==> config.mk <==
export PLATFORM = sky130hd
export DESIGN_NAME = i2c_rd_engine
export DESIGN_NICKNAME = d
export VERILOG_FILES = /design/src/rtl/i2c_rd_pkg.sv /design/src/rtl/i2c_rd_linesync.sv /design/src/rtl/i2c_rd_addrctr.sv /design/src/rtl/i2c_rd_fsm.sv /design/src/rtl/i2c_rd_engine.sv
export SDC_FILE = /design/constraint.sdc
export NUM_CORES = 1
export LEC_CHECK = 0
export BUFFER_PORTS_ARGS = -buffer_cell sky130_fd_sc_hd__buf_2
export CELL_PAD_IN_SITES_DETAIL_PLACEMENT = 1
export CELL_PAD_IN_SITES_GLOBAL_PLACEMENT = 1
export CORE_ASPECT_RATIO = 0.5
export CORE_MARGIN = 5
export CORE_UTILIZATION = 47
export CTS_BUF_LIST = sky130_fd_sc_hd__clkbuf_4
export DETAILED_ROUTE_END_ITERATION = 8
export PLACE_DENSITY = 0.88
export RECOVER_POWER = 50
export SYNTH_ARGS = -nofsm -noshare
export SYNTH_HDL_FRONTEND = slang
export SYNTH_SLANG_ARGS = --single-unit
==> constraint.sdc <==
create_clock -name clk -period 2.9 [get_ports clk]
set_clock_uncertainty 0.2 [all_clocks]
set_input_delay 0 -clock clk [delete_from_list [all_inputs] [get_ports clk]]
set_output_delay 0 -clock clk [all_outputs]
set_load 0.01 [all_outputs]
==> src/rtl/i2c_rd_pkg.sv <==
// Shared types for the serial memory read engine.
// Assumes: one bus event at most per system clock cycle.
package i2c_rd_pkg;

    // Byte-level phase of the bus engine
    typedef enum logic [2:0] {
        ST_IDLE,
        ST_RX,
        ST_ACK,
        ST_TX,
        ST_MACK
    } bus_st_t;

    // Meaning of the byte currently being received
    typedef enum logic [1:0] {
        RX_DEV,
        RX_AHI,
        RX_ALO,
        RX_IGN
    } rx_kind_t;

    // Decoded bus events, one cycle wide each
    typedef struct packed {
        logic start;
        logic stop;
        logic rise;
        logic fall;
        logic sda;
    } bus_ev_t;

endpackage

==> src/rtl/i2c_rd_linesync.sv <==
// Synchronises the bus clock and data pins and decodes edges and
// start/stop conditions. Assumes the bus idles high and that clk is
// at least several times faster than the bus clock.
module i2c_rd_linesync
    import i2c_rd_pkg::*;
#(
    parameter int SYNC_STAGES = 2
) (
    input  logic    clk,
    input  logic    rst_n,
    input  logic    scl_i,
    input  logic    sda_i,
    output bus_ev_t ev
);

    localparam int PIPE_W = SYNC_STAGES + 1;

    logic [PIPE_W-1:0] scl_pipe;
    logic [PIPE_W-1:0] sda_pipe;
    logic scl_now, scl_old, sda_now, sda_old;

    // Shift pins through the synchronizer and history stages
    always_ff @(posedge clk) begin
        if (!rst_n) begin
            scl_pipe <= '1;
            sda_pipe <= '1;
        end else begin
            scl_pipe <= {scl_pipe[PIPE_W-2:0], scl_i};
            sda_pipe <= {sda_pipe[PIPE_W-2:0], sda_i};
        end
    end

    assign scl_now = scl_pipe[SYNC_STAGES-1];
    assign scl_old = scl_pipe[SYNC_STAGES];
    assign sda_now = sda_pipe[SYNC_STAGES-1];
    assign sda_old = sda_pipe[SYNC_STAGES];

    // Decode edges and start/stop from current and previous samples
    always_comb begin
        ev.rise  = scl_now & ~scl_old;
        ev.fall  = ~scl_now & scl_old;
        ev.start = scl_now & scl_old & sda_old & ~sda_now;
        ev.stop  = scl_now & scl_old & ~sda_old & sda_now;
        ev.sda   = sda_now;
    end

endmodule

==> src/rtl/i2c_rd_addrctr.sv <==
// Persistent array pointer: loads from a dummy write, steps by one
// per fetched byte and wraps from TOP_ADDR to zero.
module i2c_rd_addrctr #(
    parameter int ADDR_W   = 12,
    parameter int TOP_ADDR = 4095
) (
    input  logic              clk,
    input  logic              rst_n,
    input  logic              load,
    input  logic [ADDR_W-1:0] load_val,
    input  logic              step,
    output logic [ADDR_W-1:0] cnt
);

    // Hold, load or advance the pointer
    always_ff @(posedge clk) begin
        if (!rst_n) begin
            cnt <= '0;
        end else if (load) begin
            cnt <= load_val;
        end else if (step) begin
            cnt <= (cnt == ADDR_W'(TOP_ADDR)) ? '0 : cnt + 1'b1;
        end
    end

endmodule

==> src/rtl/i2c_rd_fsm.sv <==
// Byte and bit sequencer: receives device and word-address bytes,
// drives acknowledges, shifts out data and reads the master's
// acknowledge. Assumes memory data arrives one cycle after rd_req.
module i2c_rd_fsm
    import i2c_rd_pkg::*;
#(
    parameter int         ADDR_W   = 12,
    parameter logic [6:0] DEV_ADDR = 7'h50
) (
    input  logic              clk,
    input  logic              rst_n,
    input  bus_ev_t           ev,
    input  logic [7:0]        rd_data,
    output logic              sda_oe,
    output logic              rd_req,
    output logic              ld,
    output logic [ADDR_W-1:0] ld_val
);

    bus_st_t    state;
    rx_kind_t   kind;
    logic [3:0] bitcnt;
    logic [7:0] shreg;
    logic [7:0] hi_byte;
    logic [7:0] tx_byte;
    logic       is_read;
    logic       rd_pend;
    logic       ack_ok;

    // Sequence bus phases, drive the line and request fetches
    always_ff @(posedge clk) begin
        if (!rst_n) begin
            state   <= ST_IDLE;
            kind    <= RX_DEV;
            bitcnt  <= '0;
            shreg   <= '0;
            hi_byte <= '0;
            tx_byte <= '0;
            is_read <= 1'b0;
            rd_pend <= 1'b0;
            ack_ok  <= 1'b0;
            sda_oe  <= 1'b0;
            rd_req  <= 1'b0;
            ld      <= 1'b0;
            ld_val  <= '0;
        end else begin
            rd_req  <= 1'b0;
            ld      <= 1'b0;
            rd_pend <= rd_req;
            if (rd_pend) begin
                tx_byte <= rd_data;
            end
            if (ev.start) begin
                state  <= ST_RX;
                kind   <= RX_DEV;
                bitcnt <= '0;
                sda_oe <= 1'b0;
            end else if (ev.stop) begin
                state  <= ST_IDLE;
                sda_oe <= 1'b0;
            end else begin
                case (state)
                    ST_RX: begin
                        if (ev.rise) begin
                            shreg  <= {shreg[6:0], ev.sda};
                            bitcnt <= bitcnt + 1'b1;
                        end else if (ev.fall && bitcnt == 4'd8) begin
                            case (kind)
                                RX_DEV: begin
                                    if (shreg[7:1] == DEV_ADDR) begin
                                        sda_oe  <= 1'b1;
                                        state   <= ST_ACK;
                                        is_read <= shreg[0];
                                        rd_req  <= shreg[0];
                                    end else begin
                                        state <= ST_IDLE;
                                    end
                                end
                                RX_AHI: begin
                                    hi_byte <= shreg;
                                    sda_oe  <= 1'b1;
                                    state   <= ST_ACK;
                                end
                                RX_ALO: begin
                                    sda_oe <= 1'b1;
                                    state  <= ST_ACK;
                                    ld     <= 1'b1;
                                    ld_val <= ADDR_W'({hi_byte, shreg});
                                end
                                default: begin
                                    state <= ST_IDLE;
                                end
                            endcase
                        end
                    end
                    ST_ACK: begin
                        if (ev.fall) begin
                            bitcnt <= '0;
                            if (kind == RX_DEV && is_read) begin
                                state  <= ST_TX;
                                sda_oe <= ~tx_byte[7];
                            end else begin
                                sda_oe <= 1'b0;
                                state  <= ST_RX;
                                case (kind)
                                    RX_DEV:  kind <= RX_AHI;
                                    RX_AHI:  kind <= RX_ALO;
                                    default: kind <= RX_IGN;
                                endcase
                            end
                        end
                    end
                    ST_TX: begin
                        if (ev.rise) begin
                            bitcnt <= bitcnt + 1'b1;
                        end else if (ev.fall) begin
                            if (bitcnt == 4'd8) begin
                                sda_oe <= 1'b0;
                                ack_ok <= 1'b0;
                                state  <= ST_MACK;
                            end else begin
                                sda_oe <= ~tx_byte[3'd7 - bitcnt[2:0]];
                            end
                        end
                    end
                    ST_MACK: begin
                        if (ev.rise) begin
                            if (!ev.sda) begin
                                ack_ok <= 1'b1;
                                rd_req <= 1'b1;
                            end else begin
                                state <= ST_IDLE;
                            end
                        end else if (ev.fall && ack_ok) begin
                            state  <= ST_TX;
                            bitcnt <= '0;
                            sda_oe <= ~tx_byte[7];
                        end
                    end
                    default: begin
                        sda_oe <= 1'b0;
                    end
                endcase
            end
        end
    end

endmodule

==> src/rtl/i2c_rd_engine.sv <==
// Top of the serial memory read engine: pin synchronizer, bus
// sequencer and persistent array pointer. Assumes the array answers
// a read request with data on the following cycle.
module i2c_rd_engine
    import i2c_rd_pkg::*;
#(
    parameter int         MEM_DEPTH   = 4096,
    parameter logic [6:0] DEV_ADDR    = 7'h50,
    parameter int         SYNC_STAGES = 2,
    localparam int        ADDR_W      = $clog2(MEM_DEPTH)
) (
    input  logic              clk,
    input  logic              rst_n,
    input  logic              scl_i,
    input  logic              sda_i,
    output logic              sda_oe,
    output logic              mem_rd_en,
    output logic [ADDR_W-1:0] mem_rd_addr,
    input  logic [7:0]        mem_rd_data
);

    localparam int TOP_ADDR = MEM_DEPTH - 1;

    bus_ev_t           ev;
    logic              rd_req;
    logic              ctr_load;
    logic [ADDR_W-1:0] ctr_load_val;
    logic [ADDR_W-1:0] addr_cnt;

    i2c_rd_linesync #(.SYNC_STAGES(SYNC_STAGES)) u_sync (
        .clk   (clk),
        .rst_n (rst_n),
        .scl_i (scl_i),
        .sda_i (sda_i),
        .ev    (ev)
    );

    i2c_rd_fsm #(.ADDR_W(ADDR_W), .DEV_ADDR(DEV_ADDR)) u_fsm (
        .clk     (clk),
        .rst_n   (rst_n),
        .ev      (ev),
        .rd_data (mem_rd_data),
        .sda_oe  (sda_oe),
        .rd_req  (rd_req),
        .ld      (ctr_load),
        .ld_val  (ctr_load_val)
    );

    i2c_rd_addrctr #(.ADDR_W(ADDR_W), .TOP_ADDR(TOP_ADDR)) u_ctr (
        .clk      (clk),
        .rst_n    (rst_n),
        .load     (ctr_load),
        .load_val (ctr_load_val),
        .step     (rd_req),
        .cnt      (addr_cnt)
    );

    assign mem_rd_en   = rd_req;
    assign mem_rd_addr = addr_cnt;

endmodule

=== After elaboration in Yosys (flattened, before gate mapping) ===
Cells that the tools add are included.

* Output and inout port bits: 14
* Flip-flop bits (word level): 65
* Input bits: 12
* Word-level logic and storage cells: 149

* Eq/ne operators: 32
* Add/sub/neg operators: 3
* Magnitude comparators: 1
* Reductions and logical operators: 24
* Bitwise operators: 20
* Muxes and demuxes: 52

{| class="wikitable"
|+ Operator list
! operator !! number
|-
| $mux W12 || 3
|-
| $mux W3 || 9
|-
| $reduce_and A9 Y1 || 3
|-
| $mux W1 || 25
|-
| $reduce_and A6 Y1 || 3
|-
| $mux W4 || 4
|-
| $ne A4 B3 Y1 const B || 4
|-
| $not A1 Y1 || 13
|-
| $add A12 B1 Y12 const B || 1
|-
| $eq A12 B12 Y1 const B || 1
|-
| $ne A2 B1 Y1 const B || 6
|-
| $pmux W3 S4 || 1
|-
| $pmux W4 S3 || 1
|-
| $ne A2 B2 Y1 const B || 5
|-
| $ne A3 B2 Y1 const B || 3
|-
| $ne A4 B4 Y1 const B || 2
|-
| $pmux W2 S2 || 2
|-
| $reduce_and A4 Y1 || 2
|-
| $reduce_and A8 Y1 || 1
|-
| $and A1 B1 Y1 || 7
|-
| $eq A7 B7 Y1 const B || 1
|-
| $reduce_and A7 Y1 || 1
|-
| $eq A3 B2 Y1 const B || 2
|-
| $pmux W1 S2 || 3
|-
| 23 further kinds || 29
|}

=== Logic depth before layout (Yosys ltp) ===
Gate-level depths: netlist of run 1.

* Depth in word-level cells: 8
* Mapped depth: 8
* Gate-level depth less buffers: 6

=== Cells and area by module ===
From an unflattened synthesis of run 1, not the netlist that was laid out.

* Cell total of the unflattened synthesis: 360
* Area, all modules: 3239.4 µm²

{| class="wikitable"
|+ By module, submodules not included
! module !! sequential area each (µm²) !! area each (µm²) !! instances !! cells an instance
|-
| i2c_rd_fsm || 940.9 || 2316.0 || 1 || 256
|-
| i2c_rd_addrctr || 240.2 || 725.7 || 1 || 87
|-
| i2c_rd_linesync || 120.1 || 197.7 || 1 || 17
|}

=== Worst setup path after synthesis of run 1 ===
OpenSTA, ideal clock, no wires.

* Kind: register to register
* Start: reg u_fsm.bitcnt[0]
* End: reg u_fsm.ld_val[4]
* Data arrival time: 1701 ps
* Data required time: 2572 ps
* Clock period less this slack: 2029 ps
* Path buffers: 2
* Cell stages (with the launch flop): 9
* Slack: 871 ps
* Path through: dfxtp_1 -> inv_1 -> ha_1 -> and3b_1 -> clkbuf_1 -> nand4_1 -> buf_2 -> mux2i_1 -> nor2_1

* Word-level cells in the longest chain between the ends: 3

{| class="wikitable"
|+ RTL lines
! element !! line !! source
|-
| start, declared || i2c_rd_fsm.sv:22 || <nowiki>logic [3:0] bitcnt;</nowiki>
|-
| start signal, assigned || i2c_rd_fsm.sv:66 || <nowiki>bitcnt <= bitcnt + 1'b1;</nowiki>
|-
| start signal, assigned || i2c_rd_fsm.sv:115 || <nowiki>bitcnt <= bitcnt + 1'b1;</nowiki>
|-
| $eq A4 B4 Y1 || i2c_rd_fsm.sv:67 || <nowiki>end else if (ev.fall && bitcnt == 4'd8) begin</nowiki>
|-
| $logic_and A1 B1 Y1 || i2c_rd_fsm.sv:67 ||
|-
| $reduce_and A6 Y1 (no source line) || -- ||
|-
| end signal, assigned || i2c_rd_fsm.sv:88 || <nowiki>ld_val <= ADDR_W'({hi_byte, shreg});</nowiki>
|-
| end, declared || i2c_rd_fsm.sv:17 || <nowiki>output logic [ADDR_W-1:0] ld_val</nowiki>
|}

Every way passes these cells.
A chain may end at the register's enable or synchronous reset.

=== Final worst setup path of run 1 ===
* Start: reg u_fsm.state[2]
* End: reg u_fsm.sda_oe

* Word-level cells in the longest chain between the ends: 3
* Elaborated cells on any way between the ends: 15

{| class="wikitable"
|+ RTL lines
! element !! line !! source
|-
| start, declared || i2c_rd_fsm.sv:20 || <nowiki>bus_st_t state;</nowiki>
|-
| start signal, assigned || i2c_rd_fsm.sv:33 || <nowiki>state <= ST_IDLE;</nowiki>
|-
| start signal, assigned || i2c_rd_fsm.sv:54 || <nowiki>state <= ST_RX;</nowiki>
|-
| start signal, assigned || i2c_rd_fsm.sv:59 || <nowiki>state <= ST_IDLE;</nowiki>
|-
| $eq A3 B1 Y1 (tied with other cells) || i2c_rd_fsm.sv:62 || <nowiki>case (state)</nowiki>
|-
| $ne A3 B2 Y1 (no source line) (tied with other cells) || -- ||
|-
| $reduce_and A9 Y1 (no source line) || -- ||
|-
| end signal, assigned || i2c_rd_fsm.sv:101 || <nowiki>sda_oe <= ~tx_byte[7];</nowiki>
|-
| end signal, assigned || i2c_rd_fsm.sv:122 || <nowiki>sda_oe <= ~tx_byte[3'd7 - bitcnt[2:0]];</nowiki>
|-
| end signal, assigned || i2c_rd_fsm.sv:137 || <nowiki>sda_oe <= ~tx_byte[7];</nowiki>
|-
| end, declared || i2c_rd_fsm.sv:14 || <nowiki>output logic sda_oe,</nowiki>
|}

Parallel ways exist; a longest one is shown, timed or not.

==> results of run 1 <==
==> how the worst min path moves through the flow <==
stage                                     to  slack, ns            from
after floorplan           u_sync.scl_pipe[0]       -0.1           scl_i
after global placement    u_sync.sda_pipe[0]      -0.02           sda_i
after detailed placement  u_sync.sda_pipe[0]      -0.01           sda_i
after CTS                   u_fsm.tx_byte[3]       0.11  mem_rd_data[3]
after global routing        u_fsm.tx_byte[3]       0.18  mem_rd_data[3]
final                       u_fsm.tx_byte[3]       0.15  mem_rd_data[3]
==> tightest hold or removal path: cells and delay by family <==
family,cells,cell delay [ns]
buf+inv,2,0.64
simple gates,1,0.08
mux,1,0.06
==> cell usage in the layout, fill, tap and decap left out, drive strengths merged, types with 3 or more instances in the layout <==
master | synthesis | final
o21bai | 4 | 4
clkinv | 1 | 4
xnor2 | 5 | 5
xor2 | 4 | 4
nor3b | 5 | 5
inv | 7 | 8
a31oi | 3 | 3
dfxtp | 65 | 65
buf | 5 | 14
dlygate4sd3 | 0 | 13
nor3 | 4 | 4
ha | 7 | 7
nand2 | 23 | 23
nand4 | 5 | 5
and3 | 4 | 4
a21oi | 27 | 27
nor2b | 6 | 6
nand2b | 9 | 9
o21ai | 14 | 14
or3 | 3 | 3
and2 | 7 | 7
mux2i | 27 | 27
nor2 | 35 | 35
o31ai | 5 | 5
nand3b | 3 | 3
nand3 | 20 | 20
a211oi | 5 | 5
or4 | 3 | 3
a22oi | 3 | 3
clkbuf | 17 | 24
or3b | 3 | 3
==> logic make-up after synthesis <==
| family | Yosys count |
|---|---|
| AND/OR/NAND/NOR | 140 |
| adder cells (fa/ha/maj) | 7 |
| buffers and inverters | 30 |
| AO/OA/AOI/OAI | 79 |
| multiplexers | 29 |
| flip-flops | 65 |
| XOR/XNOR | 9 |
==> layout make-up <==
type | instances | share of cell area
Inverter | 8 | 0.00830
Multi-Input combinational cell | 264 | 0.482
Tap cell | 92 | 0.0318
Clock inverter | 7 | 0.0260
Clock buffer | 9 | 0.0187
Sequential cell | 65 | 0.360
Timing Repair Buffer | 42 | 0.0737
==> flip-flops by register name, indices dropped and copies added (netlist names) <==
register,flops
u_ctr.cnt,12
u_fsm.ack_ok,1
u_fsm.bitcnt,4
u_fsm.hi_byte,4
u_fsm.is_read,1
u_fsm.kind,2
u_fsm.ld,1
u_fsm.ld_val,12
u_fsm.rd_pend,1
u_fsm.rd_req,1
u_fsm.sda_oe,1
u_fsm.shreg,8
u_fsm.state,3
u_fsm.tx_byte,8
u_sync.scl_pipe,3
u_sync.sda_pipe,3
==> timing repair <==
item / 4_1_cts / 5_1_grt
hold buffers: 13 / 0
resized for setup: 0 / 0
hold endpoints to repair: 24 / 0
==> power groups by stage <==
stage | clock, mW | sequential (mW) | combinational (mW)
floorplan | 0 | 0.918 | 0.0322
global placement | 0 | 0.921 | 0.0453
detailed placement | 0 | 0.922 | 0.0480
CTS | 0.716 | 0.902 | 0.0621
global route | 0.757 | 0.903 | 0.0694
finish | 0.715 | 0.902 | 0.0638
==> metal layers <==
layer	track usage	vias up	share of wire
li1	-	1352	-
met1	0.252	1428	0.41
met2	0.442	127	0.50
met3	0.0701	36	0.061
met4	0.120	0	0.034
met5	0	-	0
==> results by group, run 1 <==
Worst setup path
  • R2R depth: 4
  • Reg-to-Reg End: u_fsm.sda_oe
  • Worst reg2reg path startpoint: u_fsm.state[2]
  • Crit path max fanout: 18
  • R2R Setup Slk: 0.49 ns
  • Critical path's slowest cell: dfxtp_1
  • Critical path buffers and inverters: 0
  • Setup CP Type: reg2reg
  • CP Capture Type: flop
  • Worst Setup SP: u_fsm.state[2]
  • Crit. path cell count: 4
  • Cell mode on critical path: nor3b_1
  • Cell family with most CP delay: simple AND/OR/NAND/NOR gates
  • Worst Setup Start Kind: flop
  • CP max stage delay: around 0.7 ns
  • Crit path arrival time: 2.56 ns
  • Worst setup endpoint: u_fsm.sda_oe
  • Worst EP required: 3.05 ns
  • Critical Path, Cell by Cell: nor3b_1 > a22oi_1 > nor3b_1 > a2111oi_2

Synthesis
  • Yosys top cell area share: 0.412
  • Compound-Gate Fraction of Synth Area: 0.162
  • Area of the mapped netlist: between 3000 and 4000 µm²
  • Syn nets: 378
  • Asr flop ratio synth: 0
  • Ys flop type: dfxtp_1
  • Mux contribution to synthesized area: 0.0997
  • Sequential area share after synthesis: 0.412
  • FF+latch count, synth: 65
  • Ranking of synthesized cells by instance count: dfxtp_1 (65), nor2_1 (35), a21oi_1 (27), mux2i_1 (27), nand2_1 (23)
  • Adder-Cell Fraction of Synth Area: 0.0277
  • Largest family of logic cells by synthesized area: simple AND/OR/NAND/NOR gates
  • Synthesis warning total: 0
  • Yosys top cell by area: dfxtp_1
  • Synth Instances: 359
  • Syn_area_per_cell: 8.81 µm²
  • Cell variety after synth: 55
  • Number of synthesized flops with an enable pin: 0
  • XOR/XNOR Fraction of Synth Area: 0.0249
  • Area contributors post-synth: dfxtp_1 (41%), mux2i_1 (8.5%), a21oi_1 (4.3%)
  • Area share of and/or/nand/nor cells after synthesis: 0.236
  • Top-count cell post-synth: dfxtp_1

Clock network
  • Clk buf depth: 2
  • Root Driver: clkbuf_4
  • Sink Count: 65
  • CTS buffer count: 9
  • CTS tree: done
  • H-tree Lvls: 3
  • Clk pin slew, worst setup/hold paths: 0.12 ns
  • Setup repair bufs after CTS: 0
  • Clock Latency Late Sink: 0.45 ns

Floorplan
  • Height of the chip: 68.0 µm
  • Die W: 126 µm
  • Rows: 21
  • Initial Utilization: 0.478
  • # IOs: 26
  • Core area: ~6600 µm²
  • Die area: 8570 µm²

Timing
  • Worst Tran Pin Value: 0.926 ns
  • Final setup violating endpoints: 0
  • Hold Violations, Final: 0
  • Max-Slew Margin vs Limit: 0.383
  • Hold WS: about 0.15 ns
  • Setup WS post-layout: 0.492 ns
  • Fin Setup TNS: 0 ns
  • Tcrit/Tclk final: 0.830
  • RSZ-0062 raised after global routing: no
  • Top achievable clock speed: 0.415 GHz
  • Final slew viol count: 0
  • Min Tclk post-route: 2.41 ns

Layout
  • Synthesis-to-layout area growth: 14.4%
  • Final #Nets: 409
  • Share of layout cells above drive strength 1: 0.0886
  • Register area: 1300 µm²
  • Multi-input gate area: 1740 µm²
  • Final non-filler cell total: 487
  • N_diodes: 0
  • Fin area: around 3600 µm²
  • Fillers: 799
  • Final core occ: 0.546

Routing
  • Via count: 2943
  • Wire length per cell: 20.0 µm
  • DR iter-0 viols: approximately 220
  • Via density: 6.04
  • Detail Route Antenna Nets: 0
  • First-pass DRT Iterations: 7
  • DRC violations left: 0
  • Post-Route WL: 9750 µm

Power and ir drop
  • Peak VDD IR: ~0.18 mV
  • Gate power share: 0.038
  • Psw: between 0.4 and 0.5 mW
  • Pwr per Cell Area: 465 nW/µm²
  • Switch share: 0.243
  • Leak Pwr: 1.35 nW
  • Internal power: 1.27 mW
  • Design Power: 1.68 mW
  • Clock share of power: 0.425
  • Sequential Power Share: 0.537

GRT
  • Initial antenna violation count: 0
  • Vias in the first global route: 3012
  • First-pass GRT wire length: 15600 µm
  • GRT Overall Usage: 0.237
  • Largest net degree at the start of global routing: 43
  • GRT overflow: 0

Hold path
  • Hold path depth: 4
  • Hold Crit Class: in2reg

Place
  • Final Wtd Congestion: 0.857
  • Pre-CTS setup slack: 0.644 ns
  • Hpwl dp: 6220 µm
  • Placed cell count: approximately 460
  • IO buf count: 25
  • Placed inst area: around 3300 µm²

Run
  • Maxcap violations: 0

Outcome
  • Outcome: completed
No activity file was read; power rests on OpenSTA's default activity.
==> run 2, diff against run 1 <==
--- a/config.mk
+++ b/config.mk
@@ -10,10 +10,10 @@
 export CELL_PAD_IN_SITES_GLOBAL_PLACEMENT = 1
 export CORE_ASPECT_RATIO = 0.5
 export CORE_MARGIN = 5
-export CORE_UTILIZATION = 47
+export CORE_UTILIZATION = 43
 export CTS_BUF_LIST = sky130_fd_sc_hd__clkbuf_4
 export DETAILED_ROUTE_END_ITERATION = 8
-export PLACE_DENSITY = 0.88
+export PLACE_DENSITY = 0.85
 export RECOVER_POWER = 50
 export SYNTH_ARGS = -nofsm -noshare
 export SYNTH_HDL_FRONTEND = slang
==> constraint.sdc (replaced) <==
create_clock -name clk -period 2.15 [get_ports clk]
set_clock_uncertainty 0.2 [all_clocks]
set_input_delay 0 -clock clk [delete_from_list [all_inputs] [get_ports clk]]
set_output_delay 0 -clock clk [all_outputs]
set_load 0.01 [all_outputs]
==> results by group, run 2 (same netlist as run 1, synthesis figures left out) <==
GRT
  • Initial antenna violation count: 0 (unchanged)
  • Largest net degree at the start of global routing: 42 (-2.3%)
  • GRT overflow: 0 (unchanged)
  • Vias in the first global route: 3096 (+2.8%)
  • GRT Overall Usage: 0.206 (-0.0312)
  • First-pass GRT wire length: 15400 µm (-1.4%)

Layout
  • Share of layout cells above drive strength 1: 0.124 (+0.0352)
  • Multi-input gate area: 1750 µm² (+0.57%)
  • Most common cell after layout, fill and taps aside: dfxtp_1
  • Fillers: 860 (+7.6%)
  • Final #Nets: 418 (+2.2%)
  • Synthesis-to-layout area growth: 18.1%
  • N_diodes: 0 (unchanged)
  • Most frequent cells in the layout: dfxtp_1 (62), nor2_1 (35), mux2i_1 (27), a21oi_1 (27), nand2_1 (23)
  • Largest registers: u_ctr.cnt x12, u_fsm.ld_val x12
  • Register area: 1310 µm² (+0.48%)

Timing
  • Hold Violations, Final: 0 (unchanged)
  • Final setup violating endpoints: 0 (unchanged)
  • Max-Slew Margin vs Limit: 0.354 (-0.0283)
  • Final slew viol count: 0 (unchanged)
  • Tcrit/Tclk final: 0.963 (+0.132)
  • Worst Tran Pin Value: 0.968 ns (+0.0424 ns)
  • Min Tclk post-route: 2.07 ns (-0.339 ns)
  • Top achievable clock speed: 0.483 GHz (+16%)
  • RSZ-0062 raised after global routing: no
  • Fin Setup TNS: 0 ns (unchanged)

Clock network
  • Clock Latency Late Sink: 0.44 ns (about the same)
  • H-tree Lvls: 3 (unchanged)
  • Sink Count: 65 (unchanged)
  • CTS tree: done
  • Clk pin slew, worst setup/hold paths: 0.12 ns (about the same)
  • Root Driver: clkbuf_4
  • Setup repair bufs after CTS: 0 (unchanged)
  • Clk buf depth: 2 (unchanged)
  • CTS buffer count: 9 (unchanged)

Power and ir drop
  • Pwr per Cell Area: 639 nW/µm² (+37%)
  • Leak Pwr: 1.42 nW (+5.6%)
  • Peak VDD IR: 0.244 mV (+36%)
  • Design Power: 2.38 mW (+42%)

Place
  • Final Wtd Congestion: 0.887 (+3.6%)
  • Hpwl dp: 6440 µm (+3.6%)
  • IO buf count: 25 (unchanged)

Worst setup path
  • Critical Path, Cell by Cell: inv_1 > ha_1 > nand4b_1 > nor2_1 > nor4b_1 > a2111oi_2
  • Critical path's slowest cell: nor4b_1
  • Worst Setup Start Kind: flop
  • Setup CP Type: reg2reg
  • CP Capture Type: flop
  • Crit path arrival time: 2.16 ns (-0.40 ns)
  • Worst EP required: 2.24 ns (-0.81 ns)
  • CP max stage delay: 0.53 ns (-0.18 ns)
  • Crit path max fanout: 4 (-14)

Routing
  • Detail Route Antenna Nets: 0 (unchanged)
  • Wire length per cell: 18.7 µm (-6.7%)
  • Via count: 2898 (-1.5%)
  • DRC violations left: 0 (unchanged)
  • First-pass DRT Iterations: 4 (-3)
  • DR iter-0 viols: 251 (+14%)
  • Via density: 5.80 (-4.1%)
  • Post-Route WL: 9340 µm (-4.2%)

Floorplan
  • # IOs: 26 (unchanged)
  • Initial Utilization: 0.437 (-0.0408)
  • Core area: 7240 µm² (+9.3%)
  • Height of the chip: 70.6 µm (+3.9%)
  • Die area: 9270 µm² (+8.2%)
  • Die W: 131 µm (+4.2%)
  • Rows: 22 (+4.8%)

Hold path
  • Hold Crit Class: in2reg

Run
  • Maxcap violations: 0 (unchanged)

Outcome
  • Outcome: completed
==> run 2: cell count changes in the layout (fill, tap and decap cells not counted), sizes merged <==
cell | before | now
clkinv | 4 | 3
buf | 14 | 21
clkbuf | 24 | 28
clkinvlp | 1 | 0
inv | 8 | 7
bufinv | 2 | 3
==> run 2: stage by stage <==
stage | cell area [µm²] | setup slack [ns] | hold WS (ns) | util | std cells
2_1_floorplan | 3160 | 0.121 | -0.0985 | - | 359
3_3_place_gp | 3430 | 0.165 | -0.0129 | 0.474 | 471
3_5_place_dp | 3430 | 0.0848 | -0.00156 | 0.474 | 471
4_1_cts | 3740 | 0.0129 | 0.112 | 0.517 | 500
5_1_grt | 3730 | 0.00697 | 0.145 | 0.516 | 500
6_report | 3730 | 0.0806 | 0.127 | 0.516 | 500
==> run 2: repair_timing <==
action                     in CTS  in global routing
resized for setup               0                  7
hold buffers                   13                  0
hold endpoints to repair       26                  0
setup endpoints to repair       0                 19
==> run 2: final cells by class <==
type                    count  area share
multi-input cells         264       0.469
flip-flops and latches     65       0.350
repair buffers             51      0.0905
well taps                  96      0.0322
clock inverters             5      0.0278
clock buffers              11      0.0221
inverters                   8     0.00804
==> run 2: power breakdown <==
part | total (mW) | internal, mW | switching [mW]
clock network | 1.08 | 0.615 | 0.465
registers | 1.21 | 1.21 | 0.00492
logic | 0.0914 | 0.0394 | 0.0520
total | 2.38 | 1.86 | 0.522
==> run 2: final timing paths <==
check                                        start  depth (start not counted)  slack, ns            endpoint
worst max register to register       u_fsm.kind[1]                          6       0.08        u_fsm.sda_oe
worst min register to register  u_sync.sda_pipe[0]                          1       0.23  u_sync.sda_pipe[1]
worst min-delay path                mem_rd_data[1]                          4       0.13    u_fsm.tx_byte[1]
worst max-delay path                 u_fsm.kind[1]                          6       0.08        u_fsm.sda_oe
==> run 2: worst max-delay path: cells and delay by family (launching register included) <==
kind,cells,cell delay (ns)
compound gates,1,0.13
buf+inv,1,0.10
fa+ha+maj,1,0.24
simple gates,3,0.79
flops,1,0.44
==> run 2: routing by layer <==
metal / part of all wire / track usage / up-vias
met5: 0 / 0 / -
met4: 0.029 / 0.0867 / 0
li1: - / - / 1373
met3: 0.044 / 0.0604 / 25
met1: 0.41 / 0.219 / 1433
met2: 0.51 / 0.385 / 67
==> run 3, diff against run 2 <==
--- a/config.mk
+++ b/config.mk
@@ -5,15 +5,16 @@
 export SDC_FILE = /design/constraint.sdc
 export NUM_CORES = 1
 export LEC_CHECK = 0
+export ABC_AREA = 1
 export BUFFER_PORTS_ARGS = -buffer_cell sky130_fd_sc_hd__buf_2
 export CELL_PAD_IN_SITES_DETAIL_PLACEMENT = 1
 export CELL_PAD_IN_SITES_GLOBAL_PLACEMENT = 1
 export CORE_ASPECT_RATIO = 0.5
 export CORE_MARGIN = 5
-export CORE_UTILIZATION = 43
+export CORE_UTILIZATION = 40
 export CTS_BUF_LIST = sky130_fd_sc_hd__clkbuf_4
 export DETAILED_ROUTE_END_ITERATION = 8
-export PLACE_DENSITY = 0.85
+export PLACE_DENSITY = 0.84
 export RECOVER_POWER = 50
 export SYNTH_ARGS = -nofsm -noshare
 export SYNTH_HDL_FRONTEND = slang
==> results by group, run 3 <==
Place
  • Pre-CTS setup slack: 0.186 ns (+0.101 ns)
  • IO buf count: 25 (unchanged)
  • Hpwl dp: 6260 µm (-2.9%)
  • Placed inst area: 3360 µm² (-2.0%)
  • Final Wtd Congestion: 0.815 (-8.1%)

Layout
  • Synthesis-to-layout area growth: 19.3%
  • Final #Nets: 518 (+24%)
  • Most frequent cells in the layout: nand2_1 (94), nor2_1 (71), dfxtp_1 (65)
  • Final core occ: 0.498 (-0.0172)
  • N_diodes: 0 (unchanged)
  • Largest registers: u_ctr.cnt x12, u_fsm.ld_val x12
  • Most common cell after layout, fill and taps aside: nand2_1
  • Fin area: 3700 µm² (-0.77%)
  • Share of layout cells above drive strength 1: 0.0972 (-0.0265)

Worst setup path
  • R2R Setup Slk: 0.16 ns (+0.08 ns)
  • Critical path's slowest cell: dlygate4sd3_1
  • Worst reg2reg path startpoint: u_fsm.rd_pend
  • Critical Path, Cell by Cell: clkinv_1 > o21ai_0 > dlygate4sd3_1 > a21oi_1
  • Cell family with most CP delay: buffers and inverters
  • Setup CP Type: reg2reg
  • Crit path max fanout: 9 (+5)
  • Worst Setup Start Kind: flop
  • CP max stage delay: 0.58 ns (+0.05 ns)
  • Worst EP required: 2.26 ns (+0.02 ns)
  • Crit path arrival time: 2.10 ns (-0.06 ns)
  • R2R depth: 4 (-2)
  • Reg-to-Reg End: u_fsm.tx_byte[7]
  • Critical path buffers and inverters: 2 (+1)
  • CP Capture Type: flop

Hold path
  • Hold Crit Class: reg2reg
  • Hold path startpoint: u_sync.sda_pipe[0]
  • Worst hold endpoint: u_sync.sda_pipe[1]
  • Hold path depth: 1 (-3)

Timing
  • Max-Slew Margin vs Limit: 0.666 (+0.311)
  • Fin Setup TNS: 0 ns (unchanged)
  • Hold Violations, Final: 0 (unchanged)
  • Min Tclk post-route: 1.99 ns (-0.0806 ns)
  • Setup WS post-layout: 0.161 ns (+0.0806 ns)
  • Final slew viol count: 0 (unchanged)
  • Worst Tran Pin Value: 0.501 ns (-0.467 ns)
  • Tcrit/Tclk final: 0.925 (-0.0375)
  • RSZ-0062 raised after global routing: no
  • Final setup violating endpoints: 0 (unchanged)
  • Top achievable clock speed: 0.503 GHz (+4.1%)

Synthesis
  • Cell variety after synth: 26 (-53%)
  • Asr flop ratio synth: 0 (unchanged)
  • Area of the mapped netlist: 3100 µm² (-1.8%)
  • Ranking of synthesized cells by instance count: nand2_1 (94), nor2_1 (70), dfxtp_1 (65), inv_1 (43), a21oi_1 (42)
  • Number of synthesized flops with an enable pin: 0 (unchanged)
  • Yosys top cell by area: dfxtp_1
  • FF+latch count, synth: 65 (unchanged)
  • Synthesis warning total: 0 (unchanged)
  • Yosys top cell area share: 0.419 (+0.00763)
  • Sequential area share after synthesis: 0.419 (+0.00763)
  • Area contributors post-synth: dfxtp_1 (42%), nand2_1 (11%), nor2_1 (8.5%)
  • Syn_area_per_cell: 6.98 µm² (-21%)
  • Synth Instances: 445 (+24%)
  • Top-count cell post-synth: nand2_1
  • Syn nets: 464 (+23%)
  • Ys flop type: dfxtp_1

Floorplan
  • Rows: 22 (unchanged)
  • Height of the chip: 72.3 µm (+2.3%)
  • Die W: 135 µm (+2.5%)
  • Initial Utilization: 0.418 (-0.0191)
  • Die area: 9730 µm² (+4.9%)
  • Core area: 7430 µm² (+2.7%)
  • # IOs: 26 (unchanged)

Routing
  • DRC violations left: 0 (unchanged)
  • DR iter-0 viols: 201 (-20%)
  • Detail Route Antenna Nets: 0 (unchanged)
  • First-pass DRT Iterations: 4 (unchanged)
  • Wire length per cell: 15.3 µm (-18%)
  • Post-Route WL: 9190 µm (-1.6%)
  • Via count: 3168 (+9.3%)
  • Via density: 5.28 (-8.9%)

GRT
  • GRT overflow: 0 (unchanged)
  • Largest net degree at the start of global routing: 29 (-31%)
  • GRT Overall Usage: 0.201 (-0.00498)
  • First-pass GRT wire length: 15600 µm (+0.80%)
  • Initial antenna violation count: 0 (unchanged)
  • Vias in the first global route: 3173 (+2.5%)

Clock network
  • CTS tree: done
  • CTS buffer count: 9 (unchanged)
  • H-tree Lvls: 3 (unchanged)
  • Setup repair bufs after CTS: 0 (unchanged)
  • Root Driver: clkbuf_4
  • Clk buf depth: 2 (unchanged)
  • Clock Latency Late Sink: 0.43 ns (about the same)
  • Clk pin slew, worst setup/hold paths: 0.12 ns (about the same)
  • Sink Count: 65 (unchanged)

Outcome
  • Outcome: completed

Power and ir drop
  • Psw: 1.11 mW (+110%)
  • Sequential Power Share: 0.415 (-0.093)
  • Peak VDD IR: 0.337 mV (+38%)
  • Design Power: 3.14 mW (+32%)
  • Clock share of power: 0.298 (-0.155)
  • Pwr per Cell Area: 848 nW/µm² (+33%)
  • Switch share: 0.353 (+0.134)
  • Gate power share: 0.287 (+0.249)
  • Internal power: 2.03 mW (+9.3%)
  • Leak Pwr: 1.60 nW (+12%)

Run
  • Maxcap violations: 0 (unchanged)
[run 3: cell types whose count changed after synthesis, moves of 6 or more]
cell / change
nand2b_1: -9
o21ai_0: +17
mux2i_1: -27
and2_1: -6
a21oi_1: +15
nor2b_1: -6
nor2_1: +35
inv_1: +36
clkbuf_1: -6
nand4_1: +14
nand2_1: +71
[run 3: worst max-delay path by stage]
stage                               start                to  slack [ns]  depth (start not counted)
after detailed placement  u_fsm.bitcnt[0]  u_fsm.hi_byte[2]        0.19                          9
after global placement    u_fsm.bitcnt[0]  u_fsm.ld_val[11]        0.32                         10
after CTS                 u_fsm.bitcnt[0]   u_fsm.ld_val[5]        0.18                          9
after floorplan           u_fsm.bitcnt[0]   u_fsm.ld_val[0]        0.27                         10
after global routing      u_fsm.bitcnt[0]  u_fsm.hi_byte[2]        0.01                          9
final                       u_fsm.rd_pend  u_fsm.tx_byte[7]        0.16                          4
[run 3: power by group through the flow]
stage          Sequential, mW  Clock (mW)  Combinational, mW
2_1_floorplan            1.32           0              0.630
3_3_place_gp             1.33           0              0.816
3_5_place_dp             1.33           0              0.841
5_1_grt                  1.31        1.02               1.03
6_report                 1.30       0.937              0.903
4_1_cts                  1.31       0.957              0.870
[run 3: area by class of cell]
| class | count | area [µm²] |
|---|---|---|
| clock buffers | 10 | 75.1 |
| clock inverters | 6 | 81.3 |
| fillers | 985 | 3730 |
| inverters | 46 | 173 |
| multi-input cells | 321 | 1570 |
| flip-flops and latches | 65 | 1300 |
| well taps | 96 | 120 |
| repair buffers | 56 | 388 |
[run 3: logic make-up (layout without fill, tap and decap cells)]
logic type                 count (synthesis)  in the layout  share of synthesized area
and+or+nand+nor                          220            220                      0.307
AOI/OAI and AO/OA                         87             87                      0.150
DFF                                       65             65                      0.419
buffers and inverters                     59            118                     0.0762
adders and majority gates                  7              7                     0.0282
xor gates and xnor gates                   7              7                     0.0198
[run 3: what timing repair did]
action	CTS	global route
endpoints found under the setup margin	0	12
gates resized for setup	0	4
hold buffers	21	0
hold endpoints to repair	52	0
[run 3: per-stage QoR]
step | hold slack (ns) | cells
floorplan | -0.0934 | 445
global placement | -0.00644 | 563
detailed placement | -0.0100 | 563
CTS | 0.212 | 600
global route | 0.208 | 600
finish | 0.208 | 600
[run 3: layer usage]
layer | global-route usage | wire, µm | part of all wire
met3 | 0.0554 | 309 | 0.034
met4 | 0.0587 | 156 | 0.017
met5 | 0 | 0 | 0
met2 | 0.357 | 4500 | 0.49
met1 | 0.240 | 4230 | 0.46
[run 3: worst reg2reg max path, stage by stage (launching register included)]
cell	delay, ns
dfxtp_1	0.48
clkinv_1	0.32
o21ai_0	0.25
dlygate4sd3_1	0.58
a21oi_1	0.05
